$ cat src/rtl/bsw_pkg.sv
package bsw_pkg;

    typedef struct packed {
        logic above_trip;
        logic above_hi;
        logic below_lo;
    } cmp_t;

    typedef enum logic {
        SRC_MAIN = 1'b0,
        SRC_BATT = 1'b1
    } src_e;

    typedef enum logic [1:0] {
        ST_MAIN  = 2'b00,
        ST_BRK_B = 2'b01,
        ST_BATT  = 2'b11,
        ST_BRK_M = 2'b10
    } st_e;

    typedef struct packed {
        logic main_en;
        logic batt_en;
        logic batt_on;
        logic inhibit;
    } drv_t;

    function automatic src_e pick_src(cmp_t c, src_e cur);
        if (c.above_trip)                  return SRC_MAIN;
        if (c.below_lo && !c.above_hi)     return SRC_BATT;
        if (c.above_hi && !c.below_lo)     return SRC_MAIN;
        return cur;
    endfunction

    function automatic logic is_backup(st_e s);
        return (s == ST_BATT) || (s == ST_BRK_M);
    endfunction

    function automatic drv_t decode(st_e s);
        drv_t d;
        d.main_en = (s == ST_MAIN);
        d.batt_en = (s == ST_BATT);
        d.batt_on = (s != ST_MAIN);
        d.inhibit = is_backup(s);
        return d;
    endfunction

endpackage

$ cat src/rtl/bsw_decide.sv
module bsw_decide
    import bsw_pkg::*;
(
    input  cmp_t cmp,
    input  src_e cur_src,
    output src_e want_src
);
    always_comb want_src = pick_src(cmp, cur_src);
endmodule

$ cat src/rtl/bsw_seq.sv
module bsw_seq
    import bsw_pkg::*;
#(
    parameter int GAP_CYC = 3
) (
    input  logic clk,
    input  logic rst,
    input  src_e want_src,
    output st_e  st,
    output st_e  st_nxt,
    output src_e cur_src
);
    localparam int CW = $clog2(GAP_CYC) + 1;
    localparam logic [CW-1:0] GAP_LOAD = CW'(GAP_CYC - 1);

    logic [CW-1:0] cnt_q, cnt_d;

    always_comb begin
        st_nxt = st;
        cnt_d  = cnt_q;
        unique case (st)
            ST_MAIN: if (want_src == SRC_BATT) begin
                st_nxt = ST_BRK_B;
                cnt_d  = GAP_LOAD;
            end
            ST_BATT: if (want_src == SRC_MAIN) begin
                st_nxt = ST_BRK_M;
                cnt_d  = GAP_LOAD;
            end
            ST_BRK_B: if (cnt_q == '0) st_nxt = ST_BATT; else cnt_d = cnt_q - 1'b1;
            ST_BRK_M: if (cnt_q == '0) st_nxt = ST_MAIN; else cnt_d = cnt_q - 1'b1;
            default: st_nxt = ST_MAIN;
        endcase
    end

    always_ff @(posedge clk) begin
        if (rst) begin
            st    <= ST_MAIN;
            cnt_q <= '0;
        end else begin
            st    <= st_nxt;
            cnt_q <= cnt_d;
        end
    end

    // selection seen by the decision logic: last source actually connected
    assign cur_src = (st == ST_BATT || st == ST_BRK_M) ? SRC_BATT : SRC_MAIN;

    // a started gap is never abandoned
    a_r8_gap_commit_b: assert property (@(posedge clk) disable iff (rst)
        (st == ST_BRK_B) |=> (st == ST_BRK_B || st == ST_BATT));
    a_r8_gap_commit_m: assert property (@(posedge clk) disable iff (rst)
        (st == ST_BRK_M) |=> (st == ST_BRK_M || st == ST_MAIN));
    // a gap is left only when the counter has run out
    a_r7_gap_len: assert property (@(posedge clk) disable iff (rst)
        (st == ST_BRK_B && cnt_q != '0) |=> (st == ST_BRK_B));
endmodule

$ cat src/rtl/bsw_event.sv
module bsw_event
    import bsw_pkg::*;
(
    input  logic clk,
    input  logic rst,
    input  st_e  st,
    input  st_e  st_nxt,
    output logic evt
);
    always_ff @(posedge clk) begin
        if (rst) evt <= 1'b0;
        else     evt <= is_backup(st_nxt) != is_backup(st);
    end
endmodule

$ cat src/rtl/batt_switch_ctrl.sv
module batt_switch_ctrl
    import bsw_pkg::*;
#(
    parameter int GAP_CYC = 3
) (
    input  logic clk,
    input  logic rst,
    input  logic main_above_trip,
    input  logic main_above_bat,
    input  logic main_below_bat,
    output logic main_sw_en,
    output logic batt_sw_en,
    output logic batt_on,
    output logic comm_block,
    output logic mode_evt
);
    cmp_t cmp;
    src_e cur_src, want_src;
    st_e  st, st_nxt;
    drv_t drv;

    assign cmp = '{above_trip: main_above_trip, above_hi: main_above_bat, below_lo: main_below_bat};

    bsw_decide u_decide (
        .cmp      (cmp),
        .cur_src  (cur_src),
        .want_src (want_src)
    );

    bsw_seq #(.GAP_CYC(GAP_CYC)) u_seq (
        .clk      (clk),
        .rst      (rst),
        .want_src (want_src),
        .st       (st),
        .st_nxt   (st_nxt),
        .cur_src  (cur_src)
    );

    bsw_event u_evt (
        .clk (clk),
        .rst (rst),
        .st  (st),
        .st_nxt (st_nxt),
        .evt (mode_evt)
    );

    always_comb drv = decode(st);
    assign main_sw_en = drv.main_en;
    assign batt_sw_en = drv.batt_en;
    assign batt_on    = drv.batt_on;
    assign comm_block = drv.inhibit;

    a_r7_no_overlap: assert property (@(posedge clk) disable iff (rst)
        !(main_sw_en && batt_sw_en));
    a_r7_break_first: assert property (@(posedge clk) disable iff (rst)
        $fell(main_sw_en) |-> !batt_sw_en);
    a_r2_trip_keeps_main: assert property (@(posedge clk) disable iff (rst)
        (main_above_trip && main_sw_en) |=> main_sw_en);
    a_r5_band_hold: assert property (@(posedge clk) disable iff (rst)
        (!main_above_trip && !main_above_bat && !main_below_bat && batt_sw_en) |=> batt_sw_en);
    a_r6_conflict_hold: assert property (@(posedge clk) disable iff (rst)
        (!main_above_trip && main_above_bat && main_below_bat && main_sw_en) |=> main_sw_en);
    a_r11_evt_on_change: assert property (@(posedge clk) disable iff (rst)
        (comm_block != $past(comm_block)) |-> mode_evt);
    a_r11_evt_only_change: assert property (@(posedge clk) disable iff (rst)
        mode_evt |-> (comm_block != $past(comm_block)));
    a_r10_block_with_batt: assert property (@(posedge clk) disable iff (rst)
        $rose(batt_sw_en) |-> $rose(comm_block));
endmodule

$ cat config.mk
export PLATFORM = sky130hd
export DESIGN_NAME = batt_switch_ctrl
export DESIGN_NICKNAME = d
export VERILOG_FILES = /design/src/rtl/bsw_pkg.sv /design/src/rtl/bsw_decide.sv /design/src/rtl/bsw_seq.sv /design/src/rtl/bsw_event.sv /design/src/rtl/batt_switch_ctrl.sv
export SDC_FILE = /design/constraint.sdc
export NUM_CORES = 1
export LEC_CHECK = 0
export ABC_AREA = 1
export BUFFER_PORTS_ARGS = -buffer_cell sky130_fd_sc_hd__buf_2
export CAP_MARGIN = 20
export CORE_AREA = 2 2 39 41
export CTS_BUF_LIST = sky130_fd_sc_hd__clkbuf_16
export DETAILED_ROUTE_END_ITERATION = 6
export DIE_AREA = 0 0 41 43
export PLACE_DENSITY = 0.58
export SLEW_MARGIN = 20
export SYNTH_ARGS = -nofsm -noshare
export SYNTH_HDL_FRONTEND = slang
export SYNTH_HIERARCHICAL = 1
export SYNTH_SLANG_ARGS = --single-unit
$ cat constraint.sdc
create_clock -name clk -period 1.7 [get_ports clk]
set_clock_uncertainty 0.1 [all_clocks]
set_input_delay 0.085 -clock clk [delete_from_list [all_inputs] [get_ports clk]]
set_output_delay 0.085 -clock clk [all_outputs]
set_load 0.02 [all_outputs]
; Word-level counts from Yosys, hierarchy flattened
; Cells that the tools add are included.
; Widths: inputs -> output; s select.
[totals]
regBits = 6
in_bits = 5
out_inout_bits = 5
word_cells = 46
[classes]
addsub = 1
eq_ne = 9
mux = 22
n_reduce_logical = 11
[op_table]
columns = op, n
row1 = $mux 1, 13
row2 = $mux 3, 3
row3 = $pmux 3 s3, 1
row4 = $eq 2x2->1 const B, 4
row5 = $mux 2, 4
row6 = $pmux 2 s4, 1
row7 = $ne 2x2->1 const B, 2
row8 = $logic_not 3->1, 1
row9 = $reduce_and 3->1, 1
row10 = $sub 3x1->3 const B, 1
row11 = $eq 2x1->1 const B, 1
row12 = $logic_and 1x1->1, 2
row13 = $logic_not 1->1, 2
row14 = $logic_not 2->1, 1
row15 = $logic_or 1x1->1, 2
row16 = $ne 2x1->1 const B, 1
row17 = $reduce_bool 2->1, 1
row18 = $reduce_or 2->1, 1
row19 = $ne 1x1->1, 1

; Longest topological paths before layout
; Gate-level depths: netlist of run 1.
[logic_depth]
depth_word = 14
ltp_mapped = 12
mapped_depth_nobuf = 12

; By module
; The synthesis of run 1 kept the hierarchy.
[by_module_without_submodules]
columns = mod, n_inst, cells_each, area_each_um2, seq_area_each_um2
row1 = bsw_seq, 1, 52, 369.1, 100.1
row2 = bsw_event, 1, 6, 38.8, 20.0
row3 = batt_switch_ctrl, 1, 7, 26.3, 0.0
row4 = bsw_decide, 1, 4, 20.0, 0.0

; Worst setup path after synthesis of run 1
; No wires, ideal clock.
[synth_timing]
kind = reg2reg
startpoint = reg u_seq.st[0]
endpoint = reg u_seq.cnt_q[2]
setup_time_ps = 118
arrival_time_ps = 1590
t_required_ps = 1482
slack_ps = -108
stages_incl_launch_ff = 10
path_buffers = 0
period_less_slack_ps = 1808
path_cell_list = dfxtp_1 inv_1 ha_1 or2_2 a21oi_1 nor2_1 nand2_1 nand3_4 o21ai_1 nor2_1
[synth_via]
elab_chain_len = 8
elab_cells_between_ends = 15
classes_between = eq/ne: 6 / mux: 5 / reduce/logical: 4
[synth_lines]
columns = item, line
row1 = from (decl), bsw_seq.sv:9  ; output st_e st,
row2 = from (signal assigned), bsw_seq.sv:41  ; st <= st_nxt;
row3 = $eq 2x2->1, bsw_seq.sv:47  ; assign cur_src = (st == ST_BATT || st == ST_BRK_M) ? SRC_BATT : SRC_MAIN;
row4 = $logic_or 1x1->1 *, bsw_seq.sv:47
row5 = $mux 1 *, bsw_seq.sv:47
row6 = via cur_src, batt_switch_ctrl.sv:18  ; src_e cur_src, want_src;
row7 = $mux 1 *, bsw_pkg.sv:32  ; return cur;
row8 = $mux 1 *, bsw_pkg.sv:31  ; if (c.above_hi && !c.below_lo) return SRC_MAIN;
row9 = $mux 1 *, bsw_pkg.sv:30  ; if (c.below_lo && !c.above_hi) return SRC_BATT;
row10 = via want_src, batt_switch_ctrl.sv:18
row11 = $ne 2x2->1 (no line) / $ne 2x1->1 (equally long branches), --
row12 = $reduce_and 3->1 (no line) *, --
row13 = to (signal assigned), bsw_seq.sv:42  ; cnt_q <= cnt_d;
row14 = to (decl), bsw_seq.sv:16  ; logic [CW-1:0] cnt_q, cnt_d;
; The timed path passes the listed nets; every way through them passes the cells marked *.
; A chain may end at the register's enable or synchronous reset.

; Worst setup path after layout of run 1
[layout_timing]
startpoint = reg u_seq.st[0]
endpoint = reg u_seq.cnt_q[2]
[layout_via]
elab_chain_len = 8
elab_cells_between_ends = 15
classes_between = eq/ne: 6 / mux: 5 / reduce/logical: 4
[layout_lines]
columns = item, line
row1 = $eq 2x2->1, "bsw_seq.sv:21, bsw_seq.sv:47"
row2 = $logic_or 1x1->1, bsw_seq.sv:47
row3 = $mux 1, bsw_seq.sv:47
row4 = $mux 1, bsw_pkg.sv:32
row5 = $mux 1, bsw_pkg.sv:31
row6 = $mux 1, bsw_pkg.sv:30
row7 = $ne 2x2->1 (no line) / $ne 2x1->1 (equally long branches), --
row8 = $reduce_and 3->1 (no line), --
; Several ways; a longest one is shown, not always the timed one.

==> metrics.txt, run 1 <==
status finished, final reports clean; yosys warns 6; most frequent cells in the layout 15 x inv_1, 14 x nand2_1, 10 x buf_4, 9 x buf_2, 7 x nor2_1; drt total wl 1.01 mm; crit-path most repeated cell buf_4; All-Layer GR Usage 14.6%; Setup crit start kind flop; worst hold stages 7; Crit path largest cell delay 0.37 ns; Hold Crit Class in -> reg; Final Hold Viols 0; layout cell share with drive strength beyond 1 39.6%; Pwr Density 1620 nW/um2; Final period util 99.2%; Initial Util 32.5%; core area 1380 um2; grt ovf 0; crit path time final 1.69 ns; Post-Syn Area per Cell 6.62 um2; DRT iter0 DRCs 5; syn nets 79; # port buffers 9; commonest non-fill, non-tap cell in the layout inv_1; Cell Area, Synth 450 um2; Worst-Skew Late Latency 0.23 ns; Worst EP required 1.72 ns; Crit Path Class reg -> reg; CTS tree done; first-pass GRT wire length 1.64 mm; hold_ws 0.322 ns; cells on worst reg2reg path 8; number of global-route vias before repair 457; RSZ-0062 raised after global routing true; HP Start main_above_trip; Inst Count DP 99; max-slew violations 0; Worst-path clk slew 0.04 ns; Final Non-Filler Cells 107; Vias/cell 4.45; Rows 14; die width 41 um; Worst Hold End u_seq/st[0]; largest net degree at the start of global routing 8; CTS Root Cell clkbuf_16; CP Data Arrival Time 1.70 ns; Max Freq 593 MHz; final setup vio count 0; maximum root-to-sink buffer count 2; I/O pin total 10; hpwl dp 686 um; max_slew headroom 88.7%; Synth Instances 68; worst-path maximum fanout 6; diode count 0; routed via count 476; crit-path cells inv_4 > buf_4 > buf_4 > ha_1 > nand3_2 > nand3_4 > o21ai_2 > nor2_1; Worst-Margin Slew 0.170 ns; CTS Buf Count 3; WL/cell 9.39 um; Sink Count 6; first drt pass iteration count 4; RR Startpoint u_seq/st[0]; DRC Markers 0; Die Y 43 um; initial antenna violation count 0; H-tree levels 1; CP Capture Type flop; Routed Antenna Nets 0; post-route cell area 727 um2; area delta synth->final 61.4%; R2R setup slack 0.01 ns; CP max-delay cell dfxtp_4; gpl congestion 0.659; DIE AREA 1760 um2; max-cap violation count 0; DP Area 572 um2; Pleak 0.381 nW; reg2reg end u_seq/cnt_q[2]; nets 103; Max VDD drop 0.752 mV
==> metal layers <==
layer	track usage (%)	up-vias	share of wire, %	routed length [um]
met3	7.85	0	5.5	55
met2	26.6	10	56	562
met5	0	-	0	0
li1	-	252	-	-
met1	10.7	214	39	387
met4	8.00	0	0	0
==> state kept, by name, indices dropped and copies added (netlist names) <==
| register | cells |
|---|---|
| u_seq/cnt_q | 3 |
| u_seq/st | 2 |
| u_evt/evt | 1 |
==> cell type report <==
class                           count  area, um2
Fill cell                         158        657
Multi-Input combinational cell     45        310
Timing Repair Buffer               20        130
Sequential cell                     6        125
Clock buffer                        3       75.1
Inverter                           16       62.6
Tap cell                           16       20.0
Clock inverter                      1       3.75
==> critical path: cells and delay by family (launching register included) <==
| family | cells | cell delay [ns] |
|---|---|---|
| compound gates | 1 | 0.18 |
| buf+inv | 3 | 0.28 |
| fa+ha+maj | 1 | 0.34 |
| simple gates | 3 | 0.28 |
| flops | 1 | 0.37 |
==> power breakdown <==
group | internal (mW) | total [mW] | switching (mW)
sequential | 0.193 | 0.229 | 0.0357
clock | 0.306 | 0.392 | 0.0867
combinational | 0.241 | 0.560 | 0.319
total | 0.740 | 1.18 | 0.441
==> how the worst max path moves through the flow <==
stage | from | to | slack, ns
after floorplan | u_seq/st[0] | u_seq/cnt_q[2] | 0.003
after global placement | u_seq/st[0] | u_seq/cnt_q[1] | -0.05
after detailed placement | u_seq/st[0] | u_seq/cnt_q[2] | -0.08
after CTS | u_seq/st[0] | u_seq/cnt_q[2] | -0.01
after global routing | u_seq/st[0] | u_seq/cnt_q[2] | -0.09
final | u_seq/st[0] | u_seq/cnt_q[2] | 0.01
==> stage by stage <==
stage | TNS (ns) | power, mW | util [%] | setup WS, ns
after floorplan | 0 | 0.571 | - | 0.00269
after global placement | -0.125 | 0.703 | 41.3 | -0.0495
after detailed placement | -0.204 | 0.714 | 41.3 | -0.0782
after CTS | -0.0230 | 1.17 | 51.6 | -0.0124
after global routing | -0.246 | 1.29 | 52.5 | -0.0899
final | 0 | 1.18 | 52.5 | 0.0141
==> repair_timing <==
action / in CTS / in global routing
pin swaps: 10 / 6
endpoints found under the setup margin: 4 / 4
gates resized for setup: 7 / 3
buffers inserted: 3 / 0
endpoints found under the hold margin: 2 / 0
hold buffers: 1 / 0
(Power assumes the default switching activity.)
==> run 2, diff against run 1 <==
==> constraint.sdc (replaced) <==
create_clock -name clk -period 1.7 [get_ports clk]
set_clock_uncertainty 0.1 [all_clocks]
set_input_delay 0.34 -clock clk [delete_from_list [all_inputs] [get_ports clk]]
set_output_delay 0.34 -clock clk [all_outputs]
set_load 0.02 [all_outputs]
==> run 2 against run 1 <==
Net effect: final cell count is 0.93% lower; register-to-register slack is essentially flat; die area is the same; highest routed layer unchanged; sequential share of layout area up 0.24 points; critical path depth is the same.
==> metrics.txt, run 2 (synthesized netlist as in run 1, its figures left out) <==
I/O pin total 10 (unchanged); Inst Count DP 99 (unchanged); routed via count 474 (was 476); cells on worst reg2reg path 8 (unchanged); CP max-delay cell dfxtp_4 (unchanged); most frequent cells in the layout 15 x inv_1, 14 x nand2_1, 10 x buf_4, 9 x buf_2, 7 x nor2_1 (unchanged); Final period util 99.3% (was 99.2%); Worst-path clk slew 0.04 ns (about the same); hold_ws 0.203 ns (was 0.322 ns); All-Layer GR Usage 14.9% (was 14.6%); R2R setup slack 0.01 ns (about the same); # port buffers 9 (unchanged); Vias/cell 4.47 (was 4.45); DRC Markers 0 (unchanged); DRT iter0 DRCs 5 (unchanged); grt ovf 0 (unchanged); Regs by FF count u_seq/cnt_q x3, u_seq/st x2, u_evt/evt x1 (unchanged); Crit Path Class reg -> reg (unchanged); max-slew violations 0 (unchanged); CTS tree done (unchanged); H-tree levels 1 (unchanged); max reg flops 3 (unchanged); max-cap violation count 0 (unchanged); number of global-route vias before repair 459 (was 457); Worst EP required 1.72 ns (about the same); maximum root-to-sink buffer count 2 (unchanged); DIE AREA 1760 um2 (unchanged); Switch Pwr 0.444 mW (was 0.441 mW); hold buffers post-CTS 0 (was 1); Crit path largest cell delay 0.37 ns (about the same); Initial Util 32.5% (unchanged); Max Freq 592 MHz (was 593 MHz); Max VDD drop 0.770 mV (was 0.752 mV); Final Hold Viols 0 (unchanged); WL/cell 9.62 um (was 9.39 um); initial antenna violation count 0 (unchanged); Pleak 0.377 nW (was 0.381 nW); worst hold stages 2 (was 7); DP Area 572 um2 (unchanged); crit path time final 1.69 ns (about the same); Die Y 43 um (unchanged); die width 41 um (unchanged); largest register by flop count u_seq/cnt_q (unchanged); RSZ-0062 raised after global routing true (unchanged); gpl congestion 0.659 (unchanged); drt total wl 1.02 mm (was 1.01 mm); sw frac 37.5% (was 37.4%); status finished, final reports clean (unchanged); final setup vio count 0 (unchanged); post-route cell area 717 um2 (was 727 um2); max_slew headroom 88.8% (was 88.7%); combinational share of power 47.5% (was 47.4%); diode count 0 (unchanged); Sink Count 6 (unchanged); first-pass GRT wire length 1.66 mm (was 1.64 mm); CTS Root Cell clkbuf_16 (unchanged); Worst-Margin Slew 0.169 ns (was 0.170 ns); Final Non-Filler Cells 106 (was 107); fillcell total 159 (was 158); area delta synth->final 59.2% (was 61.4%); commonest non-fill, non-tap cell in the layout inv_1 (unchanged); Routed Antenna Nets 0 (unchanged); Worst-Skew Late Latency 0.23 ns (about the same); CTS Buf Count 3 (unchanged); layout cell share with drive strength beyond 1 40.0% (was 39.6%); hpwl dp 686 um (unchanged); Pwr Density 1650 nW/um2 (was 1620 nW/um2); Clk pwr share 33.2% (about the same); crit-path cells inv_4 > buf_4 > buf_4 > ha_1 > nand3_2 > nand3_4 > o21ai_2 > nor2_1 (unchanged); Setup crit start kind flop (unchanged); Pint 0.739 mW (was 0.740 mW); Rows 14 (unchanged); Hold Crit Class in -> reg (unchanged); crit-path most repeated cell buf_4 (unchanged); first drt pass iteration count 3 (was 4); CP Data Arrival Time 1.70 ns (about the same); largest net degree at the start of global routing 8 (unchanged); Flop pwr share 19.4% (about the same); worst-path maximum fanout 6 (unchanged); core area 1380 um2 (unchanged); CP Capture Type flop (unchanged); nets 102 (was 103)
==> run 2: changes by cell type in the layout (fill, tap and decap cells not counted), sizes merged <==
| cell | delta |
|---|---|
| dlygate4sd3 | -1 |
==> run 2: through the flow <==
stage                     utilization (%)  TNS, ns  worst slack [ns]  total power, mW
after floorplan                         -        0           0.00269            0.571
after global placement               41.3   -0.125           -0.0495            0.703
after detailed placement             41.3   -0.204           -0.0782            0.714
after CTS                            50.9  -0.0230           -0.0124             1.17
after global routing                 51.8   -0.246           -0.0899             1.29
final                                51.8        0            0.0120             1.18
==> run 2: layer usage <==
metal | part of all wire, % | vias to the layer above | track usage (%)
met4 | 0 | 0 | 8.00
met2 | 57 | 10 | 27.2
li1 | - | 250 | -
met1 | 38 | 214 | 11.0
met5 | 0 | - | 0
met3 | 5.4 | 0 | 7.85
==> run 2: final timing paths <==
kind	startpoint	end
worst max register to register	u_seq/st[0]	u_seq/cnt_q[2]
worst min-delay path	rst	u_seq/st[1]
worst max-delay path	u_seq/st[0]	u_seq/cnt_q[2]
worst min register to register	u_seq/cnt_q[0]	u_seq/cnt_q[0]
==> run 2: critical path, delay by kind of cell (launching register included) <==
kind / cells / cell delay, ns
adders and majority gates: 1 / 0.34
buffers and inverters: 3 / 0.28
AOI/OAI and AO/OA: 1 / 0.18
and+or+nand+nor: 3 / 0.28
DFF: 1 / 0.37
==> run 2: final cells by class <==
class / instances / area, um2 / share of cell area [%]
clock buffers: 3 / 75.1 / 10.5
clock inverters: 1 / 3.75 / 0.524
inverters: 16 / 62.6 / 8.73
multi-input cells: 45 / 310 / 43.3
flip-flops and latches: 6 / 125 / 17.5
well taps: 16 / 20.0 / 2.79
repair buffers: 19 / 120 / 16.8
==> run 2: timing repair <==
action,CTS,global route
gates cloned,0,0
resized for setup,7,3
endpoints found under the setup margin,4,4
pin swaps,10,6
buffers inserted,3,0
==> run 2: power groups by stage <==
| stage | logic (mW) | clock network [mW] | registers [mW] |
|---|---|---|---|
| after floorplan | 0.343 | 0 | 0.228 |
| after detailed placement | 0.495 | 0 | 0.219 |
| after CTS | 0.542 | 0.403 | 0.227 |
| after global placement | 0.485 | 0 | 0.218 |
| final | 0.561 | 0.392 | 0.229 |
| after global routing | 0.642 | 0.412 | 0.234 |
